**config.mk**
```make
export PLATFORM = sky130hd
export DESIGN_NAME = cpu_cycle_irq_timer
export DESIGN_NICKNAME = d
export VERILOG_FILES = /design/src/rtl/cpu_cycle_irq_pkg.sv /design/src/rtl/irq_reload_latch.sv /design/src/rtl/irq_down_counter.sv /design/src/rtl/irq_pending_flag.sv /design/src/rtl/cpu_cycle_irq_timer.sv
export SDC_FILE = /design/constraint.sdc
export NUM_CORES = 1
export LEC_CHECK = 0
export CORE_ASPECT_RATIO = 1.4
export CORE_UTILIZATION = 25
export CTS_CLUSTER_DIAMETER = 120
export CTS_CLUSTER_SIZE = 28
export DETAILED_ROUTE_END_ITERATION = 7
export GPL_ROUTABILITY_DRIVEN = 0
export PLACE_DENSITY_LB_ADDON = 0.15
export SYNTH_ARGS = -nofsm -noshare
export SYNTH_HDL_FRONTEND = slang
export SYNTH_HIERARCHICAL = 1
export SYNTH_SLANG_ARGS = --single-unit
```
**constraint.sdc**
```tcl
create_clock -name clk -period 2.4 [get_ports clk]
set_input_delay 0.36 -clock clk [delete_from_list [all_inputs] [get_ports clk]]
set_output_delay 0.36 -clock clk [all_outputs]
set_load 0.1 [all_outputs]
```
**src/rtl/cpu_cycle_irq_pkg.sv**
```systemverilog
// Package: shared constants and types for the CPU-cycle interrupt timer.
// Assumes byte-wide register ports and a counter two bytes wide.
package cpu_cycle_irq_pkg;

    // Width of one register port write.
    localparam int unsigned IRQ_BYTE_W = 8;

    // Load-mode encoding carried with every register write.
    typedef enum logic {
        LOAD_DIRECT  = 1'b0,
        LOAD_LATCHED = 1'b1
    } load_mode_e;

endpackage

```
**src/rtl/irq_reload_latch.sv**
```systemverilog
// Module: reload latch for latched-mode loading.
// Byte writes marked latched replace one half of the latch. The whole
// latch is offered to the counter as its reload value.
// Assumes the write strobes last one clock each.
module irq_reload_latch
    import cpu_cycle_irq_pkg::*;
#(
    parameter int unsigned BYTE_W = IRQ_BYTE_W,
    localparam int unsigned CNT_W = 2 * BYTE_W
) (
    input  logic              clk,
    input  logic              rst_n,
    input  logic              wr_lo,
    input  logic              wr_hi,
    input  load_mode_e        mode,
    input  logic [BYTE_W-1:0] wr_data,
    output logic [CNT_W-1:0]  reload_val
);

    logic [BYTE_W-1:0] lo_q;
    logic [BYTE_W-1:0] hi_q;
    logic              lo_we;
    logic              hi_we;

    // Decide which latch byte a latched-mode write targets.
    always_comb begin
        lo_we = wr_lo && (mode == LOAD_LATCHED);
        hi_we = wr_hi && (mode == LOAD_LATCHED);
    end

    // Store latched-mode byte writes; clear on reset.
    always_ff @(posedge clk) begin
        if (!rst_n) begin
            lo_q <= '0;
            hi_q <= '0;
        end else begin
            if (lo_we) lo_q <= wr_data;
            if (hi_we) hi_q <= wr_data;
        end
    end

    // Present the assembled reload value.
    assign reload_val = {hi_q, lo_q};


    latch_lo_load_chk: assert property (@(posedge clk) disable iff (!rst_n)
        lo_we |=> reload_val[BYTE_W-1:0] == $past(wr_data));


    latch_hi_keep_chk: assert property (@(posedge clk) disable iff (!rst_n)
        (lo_we && !hi_we) |=> reload_val[CNT_W-1:BYTE_W] == $past(reload_val[CNT_W-1:BYTE_W]));

endmodule

```
**src/rtl/irq_down_counter.sv**
```systemverilog
// Module: live down-counter and enable bit.
// On each clock, the first matching action below is taken:
//   1. control write: set the enable, reload from the latch in latched mode;
//   2. direct byte write: replace that counter byte;
//   3. enabled tick with a nonzero count: decrement.
// Outputs two one-clock events. arm_fire means a control write has just
// enabled counting on a zero count. expire means a tick is taking the
// count from one to zero.
// Assumes cpu_tick is a single-clock pulse per CPU cycle.
module irq_down_counter
    import cpu_cycle_irq_pkg::*;
#(
    parameter int unsigned BYTE_W = IRQ_BYTE_W,
    localparam int unsigned CNT_W = 2 * BYTE_W
) (
    input  logic              clk,
    input  logic              rst_n,
    input  logic              tick,
    input  logic              wr_ctrl,
    input  logic              wr_lo,
    input  logic              wr_hi,
    input  load_mode_e        mode,
    input  logic [BYTE_W-1:0] wr_data,
    input  logic [CNT_W-1:0]  reload_val,
    output logic              arm_fire,
    output logic              expire
);

    localparam logic [CNT_W-1:0] CNT_ONE = CNT_W'(1);

    logic [CNT_W-1:0] cnt_q;
    logic             en_q;
    logic             dir_lo;
    logic             dir_hi;
    logic [CNT_W-1:0] ctrl_val;
    logic             dec_ok;

    // Work out the direct byte writes and the count left after a control write.
    always_comb begin
        dir_lo   = wr_lo && (mode == LOAD_DIRECT) && !wr_ctrl;
        dir_hi   = wr_hi && (mode == LOAD_DIRECT) && !wr_ctrl;
        ctrl_val = (mode == LOAD_LATCHED) ? reload_val : cnt_q;
        dec_ok   = en_q && tick && (cnt_q != '0) && !wr_ctrl && !dir_lo && !dir_hi;
    end

    // Update the counter and the enable in priority order.
    always_ff @(posedge clk) begin
        if (!rst_n) begin
            cnt_q <= '0;
            en_q  <= 1'b0;
        end else if (wr_ctrl) begin
            en_q  <= wr_data[0];
            cnt_q <= ctrl_val;
        end else if (dir_lo || dir_hi) begin
            if (dir_lo) cnt_q[BYTE_W-1:0]     <= wr_data;
            if (dir_hi) cnt_q[CNT_W-1:BYTE_W] <= wr_data;
        end else if (dec_ok) begin
            cnt_q <= cnt_q - CNT_ONE;
        end
    end

    // Raise the two request events.
    always_comb begin
        arm_fire = wr_ctrl && wr_data[0] && (ctrl_val == '0);
        expire   = dec_ok && (cnt_q == CNT_ONE);
    end


    no_wrap_chk: assert property (@(posedge clk) disable iff (!rst_n)
        (cnt_q == '0 && !wr_ctrl && !dir_lo && !dir_hi) |=> cnt_q == '0);


    hold_when_idle_chk: assert property (@(posedge clk) disable iff (!rst_n)
        ((!en_q || !tick) && !wr_ctrl && !dir_lo && !dir_hi) |=> $stable(cnt_q));


    step_down_chk: assert property (@(posedge clk) disable iff (!rst_n)
        (en_q && tick && cnt_q != '0 && !wr_ctrl && !wr_lo && !wr_hi) |=> cnt_q == $past(cnt_q) - CNT_ONE);


    direct_ctrl_keep_chk: assert property (@(posedge clk) disable iff (!rst_n)
        (wr_ctrl && mode == LOAD_DIRECT) |=> $stable(cnt_q));


    ctrl_beats_tick_chk: assert property (@(posedge clk) disable iff (!rst_n)
        (wr_ctrl && tick && mode == LOAD_DIRECT) |=> cnt_q == $past(cnt_q));

endmodule

```
**src/rtl/irq_pending_flag.sv**
```systemverilog
// Module: level interrupt request flag.
// A control write always clears the flag, unless that same write enables
// counting on a zero count, in which case it sets the flag. A countdown
// expiry sets the flag. Nothing else changes it.
// Assumes the events come from irq_down_counter for the same clock.
module irq_pending_flag (
    input  logic clk,
    input  logic rst_n,
    input  logic wr_ctrl,
    input  logic arm_fire,
    input  logic expire,
    output logic pending
);

    // Hold, acknowledge or raise the request.
    always_ff @(posedge clk) begin
        if (!rst_n) begin
            pending <= 1'b0;
        end else if (wr_ctrl) begin
            pending <= arm_fire;
        end else if (expire) begin
            pending <= 1'b1;
        end
    end


    sticky_chk: assert property (@(posedge clk) disable iff (!rst_n)
        (pending && !wr_ctrl) |=> pending);


    ack_clears_chk: assert property (@(posedge clk) disable iff (!rst_n)
        (wr_ctrl && !arm_fire) |=> !pending);


    expire_sets_chk: assert property (@(posedge clk) disable iff (!rst_n)
        expire |=> pending);


    arm_sets_chk: assert property (@(posedge clk) disable iff (!rst_n)
        arm_fire |=> pending);

endmodule

```
**src/rtl/cpu_cycle_irq_timer.sv**
```systemverilog
// Module: CPU-cycle interrupt down-counter (top).
// Joins the reload latch, the down-counter and the request flag. Address
// decoding is done outside this block, which sees one strobe per port.
// Assumes at most one of the strobes is used per access; a control write
// that coincides with a direct byte write takes priority over it.
module cpu_cycle_irq_timer
    import cpu_cycle_irq_pkg::*;
#(
    parameter int unsigned BYTE_W = IRQ_BYTE_W
) (
    input  logic              clk,
    input  logic              rst_n,
    input  logic              cpu_tick,
    input  logic              wr_ctrl,
    input  logic              wr_lo,
    input  logic              wr_hi,
    input  logic              latch_mode,
    input  logic [BYTE_W-1:0] wr_data,
    output logic              irq_pending
);

    localparam int unsigned CNT_W = 2 * BYTE_W;

    load_mode_e       mode;
    logic [CNT_W-1:0] reload_val;
    logic             arm_fire;
    logic             expire;

    // Map the raw mode pin onto the load-mode type.
    always_comb mode = load_mode_e'(latch_mode);

    irq_reload_latch #(.BYTE_W(BYTE_W)) u_latch (
        .clk        (clk),
        .rst_n      (rst_n),
        .wr_lo      (wr_lo),
        .wr_hi      (wr_hi),
        .mode       (mode),
        .wr_data    (wr_data),
        .reload_val (reload_val)
    );

    irq_down_counter #(.BYTE_W(BYTE_W)) u_count (
        .clk        (clk),
        .rst_n      (rst_n),
        .tick       (cpu_tick),
        .wr_ctrl    (wr_ctrl),
        .wr_lo      (wr_lo),
        .wr_hi      (wr_hi),
        .mode       (mode),
        .wr_data    (wr_data),
        .reload_val (reload_val),
        .arm_fire   (arm_fire),
        .expire     (expire)
    );

    irq_pending_flag u_flag (
        .clk     (clk),
        .rst_n   (rst_n),
        .wr_ctrl (wr_ctrl),
        .arm_fire(arm_fire),
        .expire  (expire),
        .pending (irq_pending)
    );


    reset_quiet_chk: assert property (@(posedge clk)
        !rst_n |=> !irq_pending);


    port_ack_chk: assert property (@(posedge clk) disable iff (!rst_n)
        (wr_ctrl && !wr_data[0]) |=> !irq_pending);

endmodule

```
* Yosys cells after proc, flatten, opt, wreduce, memory -nomap -nowiden
Index checks and enable logic that the tools add are counted.
W data, S select, Z words.
** Word-level totals
- Memory bits (writable) :: 0
- Output and inout bits :: 1
- Memory bits (read-only) :: 0
- Input bits :: 15
- Memories kept :: 0
- Logic and storage cells :: 43
- Register bits :: 34
- Bits in latches :: 0
** Cells by class
- $lt $le $gt $ge :: 0
- Reduce and logical (&&, ||, !) cells :: 24
- Bitwise operators :: 1
- Mux-type cells :: 8
- Add/sub/neg operators :: 1
- Divide/modulo/power cells :: 0
- Eq/ne operators :: 3
- Multiply operators :: 0
- Shifts and indexed selects :: 0
** Operators with widths (count)
- $mux W16 :: 4
- $eq A16 B1 Y1 const B :: 1
- $logic_not A16 Y1 :: 1
- $mux W8 :: 2
- $reduce_bool A16 Y1 :: 1
- $sub A16 B1 Y16 const B :: 1
- $logic_and A1 B1 Y1 :: 14
- $ne A3 B2 Y1 const B :: 2
- $reduce_and A2 Y1 :: 2
- $logic_not A1 Y1 :: 3
- $reduce_bool A3 Y1 :: 1
- $mux W1 :: 2
- $reduce_bool A2 Y1 :: 1
- $logic_or A1 B1 Y1 :: 1
- $not A1 Y1 :: 1

* Logic depth before layout (Yosys ltp)
Gate-level depths: netlist of run 1.
- Word-level depth :: 9
- Gate-level depth with buffers :: 8
- Mapped depth without buffers :: 7

* By module
The synthesis of run 1 kept the hierarchy.
** Modules (own cells, without submodules)
- irq_down_counter :: cells each 200, seq. area each 340.3 µm², instances 1, area an instance 1525.2 µm²
- irq_reload_latch :: cells each 75, seq. area each 320.3 µm², instances 1, area an instance 710.7 µm²
- irq_pending_flag :: cells each 3, seq. area each 20.0 µm², instances 1, area an instance 36.3 µm²

* Worst setup path before layout of run 1
Ideal clock, no wire load.
- Path type :: flip-flop to flip-flop
- Start point :: reg u_count.cnt_q[0]
- End point :: reg u_count.cnt_q[14]
- Period minus slack after synthesis :: 1.984 ns
- Path buffers :: 1
- Setup slack :: 0.416 ns
- Data arrival time :: 1.861 ns
- Cell stages (with the launch flop) :: 9
- Library setup time :: 0.123 ns
- Cell sequence :: dfxtp_1 inv_1 ha_1 or3b_2 nor4_4 o21ai_2 buf_6 a22oi_1 o22ai_1
** On the way
- Longest elaborated chain between the ends :: 7
** RTL lines
- start: declaration :: line irq_down_counter.sv:31 : logic [CNT_W-1:0] cnt_q;
- start signal: assignment :: line irq_down_counter.sv:53 : cnt_q <= ctrl_val;
- start signal: indexed assignment :: line irq_down_counter.sv:55 : if (dir_lo) cnt_q[BYTE_W-1:0] <= wr_data;
- start signal: indexed assignment :: line irq_down_counter.sv:56 : if (dir_hi) cnt_q[CNT_W-1:BYTE_W] <= wr_data;
- branches (longest 7 deep; another with $sub A16 B1 Y16)
Several ways; the timed one is not identified. The select of a mux whose other input is x is not followed.
A chain may end at the register's enable or synchronous reset.

* Worst setup path after layout of run 1
- Start point :: reg u_count.cnt_q[1]
- End point :: reg u_count.cnt_q[10]
Same word-level chain as after synthesis.

==> results.sh, run 1 <==
export IMPL_postSynthAreaPerCell_um2=8.17
export IMPL_p_sw_uw=570
export IMPL_io_buffer_count=15
export IMPL_yosysWarnings=6
export IMPL_clock_skew_ns=0.00538
export IMPL_routed_wl_um=7870
export IMPL_start_util_pct=26.1
export IMPL_arrival_ns=2.32
export IMPL_peakVddDrop_v=0.000296
export IMPL_setup_tns_ns=0
export IMPL_clk_pin_slew_ns=0.05
export IMPL_end_kind="flip-flop"
export IMPL_cts_sinks=34
export IMPL_clkPwrFrac_pct=39.2
export IMPL_core_area_mm2=0.00871
export IMPL_synth_flop_cell="dfxtp_1"
export IMPL_p_comb_share_pct=25.2
export IMPL_via_per_inst=5.80
export IMPL_cap_violations=0
export IMPL_max_slew_margin_pct=54.2
export IMPL_outcome="finished, final reports clean"
export IMPL_period_share_pct=91.4
export IMPL_async_flop_share_pct=0
export IMPL_ys_seq_area_share_pct=30.0
export IMPL_yosys_cell_types_count=47
export IMPL_grt_overflow=0
export IMPL_placed_cells=390
export IMPL_cp_max_fo=10
export IMPL_start_kind="flip-flop"
export IMPL_synth_fp_nets=295
export IMPL_drt_iter0_drc=165
export IMPL_p_leak_nw=1.01
export IMPL_fp_dieArea_mm2=0.00948
export IMPL_cts_tree="built"
export IMPL_cp_required_ns=2.53
export IMPL_rows=40
export IMPL_p_sw_share_pct=31.1
export IMPL_hold_viol=0
export IMPL_ff2ff_setup_slack_ns=0.21
export IMPL_drc=0
export IMPL_drive_gt1_share_pct=18.8
export IMPL_antenna_cells=0
export IMPL_hold_path_class="flip-flop to flip-flop"
export IMPL_pwr_density_cell_mw_per_mm2=675
export IMPL_io_pins=16
export IMPL_fmax_ghz=0.456
export IMPL_place_hpwl_um=5680
export IMPL_fin_crit_ns=2.19
export IMPL_wl_per_cell_um=19.8
export IMPL_vias=2308
export IMPL_synth_seq_cells=34
export IMPL_track_usage_pct=18.7
export IMPL_grt_setup_unrepaired="no"
export IMPL_worst_pin_slew_ns=0.687
export IMPL_grt_max_degree=42
export IMPL_syn_cell_area_mm2=0.00227
export IMPL_die_h_um=115
export IMPL_antenna_found_initial=0
export IMPL_nNetsFinal=309
export IMPL_root_buffer="clkbuf_16"
export IMPL_clock_latency_ns=0.28
export IMPL_grt_pass1_vias=2293
export IMPL_seqPwrFrac_pct=35.5
export IMPL_area_growth_pct=19.7
export IMPL_critPathKind="flip-flop to flip-flop"
export IMPL_place_ws_ns=0.0894
export IMPL_grt_pass1_wl_um=12900
export IMPL_post_route_util_pct=31.2
export IMPL_p_int_mw=1.27
export IMPL_instances_no_fill=398
export IMPL_setup_viol=0
export IMPL_first_pass_iters=4
export IMPL_die_x_um=82.6
export IMPL_cts_hold_buf=0
export IMPL_postSynthCellCount=278
export IMPL_setup_ws_ns=0.207
export IMPL_clockBufferDepth=2
export IMPL_cts_buffers=5
export IMPL_drv_slew=0
export IMPL_postRouteAntennaNets=0
export IMPL_htreeDepth=2
export IMPL_synth_edf_count=0
-- power by group through the flow --
stage / Combinational [mW] / Sequential (mW) / Clock, mW
5_1_grt: 0.510 / 0.659 / 0.762
2_1_floorplan: 0.313 / 0.653 / 0
3_3_place_gp: 0.454 / 0.665 / 0
3_5_place_dp: 0.453 / 0.664 / 0
6_report: 0.464 / 0.653 / 0.720
4_1_cts: 0.455 / 0.651 / 0.741
-- path summary, 6_finish.rpt --
kind,from,to,cells past startpoint
worst max-delay path,u_count/cnt_q[1],u_count/cnt_q[10],8
worst min-delay path,u_latch/lo_q[4],u_latch/lo_q[4],2
worst max register to register,u_count/cnt_q[1],u_count/cnt_q[10],8
worst min register to register,u_latch/lo_q[4],u_latch/lo_q[4],2
-- state kept, by name, indices dropped and copies added (netlist names) --
signal	count
u_flag/pending	1
u_count/en_q	1
u_latch/hi_q	8
u_count/cnt_q	16
u_latch/lo_q	8
-- worst max-delay path: stages, from the launching register on --
cell and delay, ns:
dfxtp_1 0.32, inv_1 0.08, ha_1 0.20, or3b_2 0.51
buf_4 0.21, nor4_1 0.29, a311oi_1 0.17, a21oi_1 0.17
a21oi_1 0.09
-- synthesized netlist by cell type, types with 2 or more instances --
| cell | number | area (µm²) |
|---|---|---|
| a211o_1 | 7 | 61.3 |
| a211oi_1 | 6 | 45.0 |
| a21oi_1 | 23 | 115 |
| a311o_1 | 2 | 20.0 |
| a311oi_1 | 4 | 35.0 |
| a31oi_1 | 5 | 31.3 |
| and2_4 | 2 | 17.5 |
| buf_2 | 6 | 30.0 |
| buf_6 | 7 | 78.8 |
| clkbuf_1 | 11 | 41.3 |
| dfxtp_1 | 34 | 681 |
| ha_1 | 2 | 25.0 |
| inv_1 | 5 | 18.8 |
| mux2_2 | 4 | 45.0 |
| mux2i_1 | 10 | 100 |
| nand2_1 | 26 | 97.6 |
| nand2b_1 | 3 | 18.8 |
| nand3_1 | 4 | 20.0 |
| nand4_1 | 19 | 119 |
| nor2_1 | 18 | 67.6 |
| nor2b_1 | 2 | 12.5 |
| nor3_1 | 8 | 40.0 |
| nor4_1 | 5 | 31.3 |
| o211a_1 | 2 | 20.0 |
| o211ai_1 | 4 | 30.0 |
| o21ai_0 | 6 | 30.0 |
| o21ai_2 | 18 | 158 |
| o221ai_1 | 3 | 26.3 |
| o22ai_1 | 2 | 12.5 |
| o31ai_1 | 3 | 22.5 |
| o41ai_1 | 2 | 17.5 |
| or3_1 | 4 | 25.0 |
| or4_1 | 6 | 45.0 |
| xnor2_1 | 2 | 17.5 |
-- metal layers --
| layer | track usage, % | up-vias | part of all wire (%) |
|---|---|---|---|
| met3 | 2.86 | 14 | 4.7 |
| met2 | 31.1 | 79 | 51 |
| li1 | - | 1092 | - |
| met5 | 0 | - | 0 |
| met4 | 8.28 | 0 | 3.0 |
| met1 | 23.4 | 1123 | 42 |
-- cells by family (layout without fill, tap and decap cells) --
group / count (synthesis) / after routing / synth area share (%)
AOI/OAI and AO/OA: 92 / 92 / 29.5
xor gates and xnor gates: 2 / 2 / 0.771
adders and majority gates: 2 / 2 / 1.10
buffers and inverters: 31 / 46 / 7.93
DFF: 34 / 34 / 30.0
muxes: 14 / 14 / 6.39
and+or+nand+nor: 103 / 103 / 24.4
-- cell usage in the layout, fill, tap and decap left out, drive strengths merged, types with 3 or more instances in the layout --
cell type / instances
or4: 6
nor3: 8
nor2: 18
nand4: 19
a31oi: 5
nand2: 26
a21oi: 23
buf: 19
a311oi: 4
dfxtp: 34
o31ai: 3
o211ai: 4
inv: 5
mux2i: 10
nand2b: 3
a211oi: 6
or3: 4
clkdlybuf4s50: 14
a211o: 7
nand3: 4
nor4: 6
o221ai: 3
clkbuf: 8
mux2: 4
o21ai: 24
-- stage by stage --
stage	total power [mW]	hold slack [ns]	cell area [µm²]
4_1_cts	1.85	0.469	2720
2_1_floorplan	0.966	0.436	2270
3_5_place_dp	1.12	0.463	2550
3_3_place_gp	1.12	0.462	2550
6_report	1.84	0.463	2720
5_1_grt	1.93	0.490	2720
-- repair_timing --
item | CTS | global route
endpoints found under the setup margin | 0 | 1
resized for setup | 0 | 1
setup buffers | 0 | 0
-- area by class of cell --
class                   instances  area, µm²
clock buffers                   8        166
fillers                       956       5990
inverters                       5       18.8
multi-input cells             213       1420
flip-flops and latches         34        681
well taps                     105        131
repair buffers                 33        308
Power figures use the tool's default switching activity.
==> inputs of run 2 (changes only) <==
==> constraint.sdc (replaced) <==
create_clock -name clk -period 2.45 [get_ports clk]
set_input_delay 0.3675 -clock clk [delete_from_list [all_inputs] [get_ports clk]]
set_output_delay 0.3675 -clock clk [all_outputs]
set_load 0.1 [all_outputs]
==> run 2 against run 1 <==
Effect of this change: global-route usage fell by 1.1 points; worst setup slack got worse by 0.066 ns; cell count fell by 1.0%; register-to-register slack got worse by 0.07 ns; clock skew fell by 0.0014 ns; first-iteration DRC count fell by 23%; clock power fell by 11%; utilization fell by 0.45 points; final area fell by 1.4%; critical path type unchanged; largest cell class unchanged.
==> results.sh, run 2 (synthesis results as in run 1) <==
export IMPL_worstHoldEndpoint="u_latch/lo_q[5]"
export IMPL_fmax_ghz=0.433
export IMPL_drt_iter0_drc=127
export IMPL_fin_crit_ns=2.31
export IMPL_fp_dieArea_mm2=0.00948
export IMPL_grt_pass1_wl_um=12200
export IMPL_place_hpwl_um=5510
export IMPL_io_pins=16
export IMPL_outcome="finished, final reports clean"
export IMPL_cts_tree="built"
export IMPL_cts_sinks=34
export IMPL_start_kind="flip-flop"
export IMPL_post_route_util_pct=30.8
export IMPL_htreeDepth=2
export IMPL_clock_latency_ns=0.29
export IMPL_postRouteAntennaNets=0
export IMPL_max_slew_margin_pct=61.4
export IMPL_r2r_end="u_count/cnt_q[14]"
export IMPL_vias=2236
export IMPL_antenna_cells=0
export IMPL_root_buffer="clkbuf_16"
export IMPL_top_register="u_count/cnt_q"
export IMPL_hold_viol=0
export IMPL_met2_usage_pct=30.5
export IMPL_peakVddDrop_v=0.000296
export IMPL_critPathKind="flip-flop to flip-flop"
export IMPL_multi_input_area_mm2=0.00143
export IMPL_cts_buffers=5
export IMPL_rr_worst_depth=7
export IMPL_worstHoldPathCells=2
export IMPL_fin_hold_ws_ns=0.461
export IMPL_place_ws_ns=0.0668
export IMPL_cp_max_fo=15
export IMPL_clockBufferDepth=2
export IMPL_holdCritStartpoint="u_latch/lo_q[5]"
export IMPL_routed_wl_um=7570
export IMPL_clock_skew_ns=0.00395
export IMPL_die_h_um=115
export IMPL_cp_required_ns=2.61
export IMPL_p_sw_share_pct=33.3
export IMPL_grt_max_degree=46
export IMPL_io_buffer_count=15
export IMPL_hold_path_class="flip-flop to flip-flop"
export IMPL_drc=0
export IMPL_grt_setup_unrepaired="yes"
export IMPL_r2r_start="u_count/cnt_q[1]"
export IMPL_worst_pin_slew_ns=0.574
export IMPL_grt_pass1_vias=2218
export IMPL_grt_overflow=0
export IMPL_use_met3_pct=2.14
export IMPL_end_kind="flip-flop"
export IMPL_n_fill_cell=977
export IMPL_ff2ff_setup_slack_ns=0.14
export IMPL_setup_viol=0
export IMPL_area_growth_pct=18.0
export IMPL_die_x_um=82.6
export IMPL_drv_slew=0
export IMPL_p_int_mw=1.15
export IMPL_pwr_density_cell_mw_per_mm2=642
export IMPL_largest_reg_flops=16
export IMPL_p_comb_share_pct=25.4
export IMPL_grt_busiest_layer="met2"
export IMPL_seq_area_um2=681
export IMPL_arrival_ns=2.47
export IMPL_setup_tns_ns=0
export IMPL_p_leak_nw=0.982
export IMPL_rows=40
export IMPL_setup_ws_ns=0.142
export IMPL_met1_usage_pct=21.3
export IMPL_nNetsFinal=305
export IMPL_p_total_mw=1.72
export IMPL_wl_per_cell_um=19.2
export IMPL_via_per_inst=5.68
export IMPL_layout_common_cells="dfxtp_1, nand2_1, a21oi_1"
export IMPL_antenna_found_initial=0
export IMPL_p_sw_uw=573
export IMPL_drive_gt1_share_pct=17.3
export IMPL_first_pass_iters=4
export IMPL_period_share_pct=94.2
export IMPL_clk_pin_slew_ns=0.06
export IMPL_start_util_pct=26.1
export IMPL_core_area_mm2=0.00871
export IMPL_cap_violations=0
export IMPL_clkPwrFrac_pct=37.4
export IMPL_reg_largest_list="u_count/cnt_q (16), u_latch/hi_q (8), u_latch/lo_q (8)"
export IMPL_seqPwrFrac_pct=37.3
export IMPL_final_common_cell="dfxtp_1"
export IMPL_track_usage_pct=17.6
## run 2: cell types whose count changed in the layout (fill, tap and decap cells not counted), sizes merged
cell	previous run	this run
clkinv	0	2
clkinvlp	0	1
buf	19	15
clkbuf	8	5
## run 2: worst max path at each step
| stage | to | start | slack [ns] |
|---|---|---|---|
| after floorplan | u_count/cnt_q[14] | u_count/cnt_q[0] | 0.47 |
| after global placement | u_count/cnt_q[12] | latch_mode | 0.09 |
| after detailed placement | u_count/cnt_q[12] | latch_mode | 0.07 |
| after CTS | u_count/cnt_q[14] | u_count/cnt_q[1] | 0.12 |
| after global routing | u_count/cnt_q[14] | u_count/cnt_q[1] | -0.02 |
| final | u_count/cnt_q[14] | u_count/cnt_q[1] | 0.14 |
## run 2: power groups by stage
stage | logic (mW) | clock network (mW) | registers [mW]
6_report | 0.437 | 0.644 | 0.641
5_1_grt | 0.477 | 0.679 | 0.648
4_1_cts | 0.432 | 0.653 | 0.641
3_5_place_dp | 0.430 | 0 | 0.652
3_3_place_gp | 0.433 | 0 | 0.654
2_1_floorplan | 0.306 | 0 | 0.640
## run 2: cell type report
cell class                      count  area share [%]
Inverter                            5           0.700
Timing Repair Buffer               29            10.4
Tap cell                          105            4.90
Multi-Input combinational cell    213            53.2
Clock buffer                        5            4.67
Sequential cell                    34            25.4
Clock inverter                      3           0.793
## run 2: per-stage QoR
stage	area, µm²	instances
after global placement	2520	386
after CTS	2670	394
final	2680	394
after detailed placement	2520	386
after global routing	2680	394
after floorplan	2270	278
## run 2: critical path: stages (launching register included)
cell and delay [ns]:
dfxtp_1 0.35, inv_1 0.09, ha_1 0.20, or3b_2 0.57, nor4_4 0.43, o21ai_4 0.21
a22oi_1 0.23, o22ai_1 0.09
## run 2: per-layer routing
metal / share of wire, % / vias up
met2: 52 / 59
met1: 42 / 1085
met3: 3.6 / 10
met5: 0 / -
met4: 2.4 / 0
li1: - / 1082
## run 2: timing repair
item | 4_1_cts | 5_1_grt
hold buffers | 0 | 0
gates resized for setup | 0 | 2
setup endpoints to repair | 0 | 3
setup buffers | 0 | 0
==> inputs of run 3 (changes only) <==
--- a/config.mk
+++ b/config.mk
@@ -12,6 +12,7 @@
 export DETAILED_ROUTE_END_ITERATION = 7
 export GPL_ROUTABILITY_DRIVEN = 0
 export PLACE_DENSITY_LB_ADDON = 0.15
+export SKIP_CTS_REPAIR_TIMING = 1
 export SYNTH_ARGS = -nofsm -noshare
 export SYNTH_HDL_FRONTEND = slang
 export SYNTH_HIERARCHICAL = 1
==> results of run 3 <==
No change in the layout: final DEF, timing and power equal those of run 2.
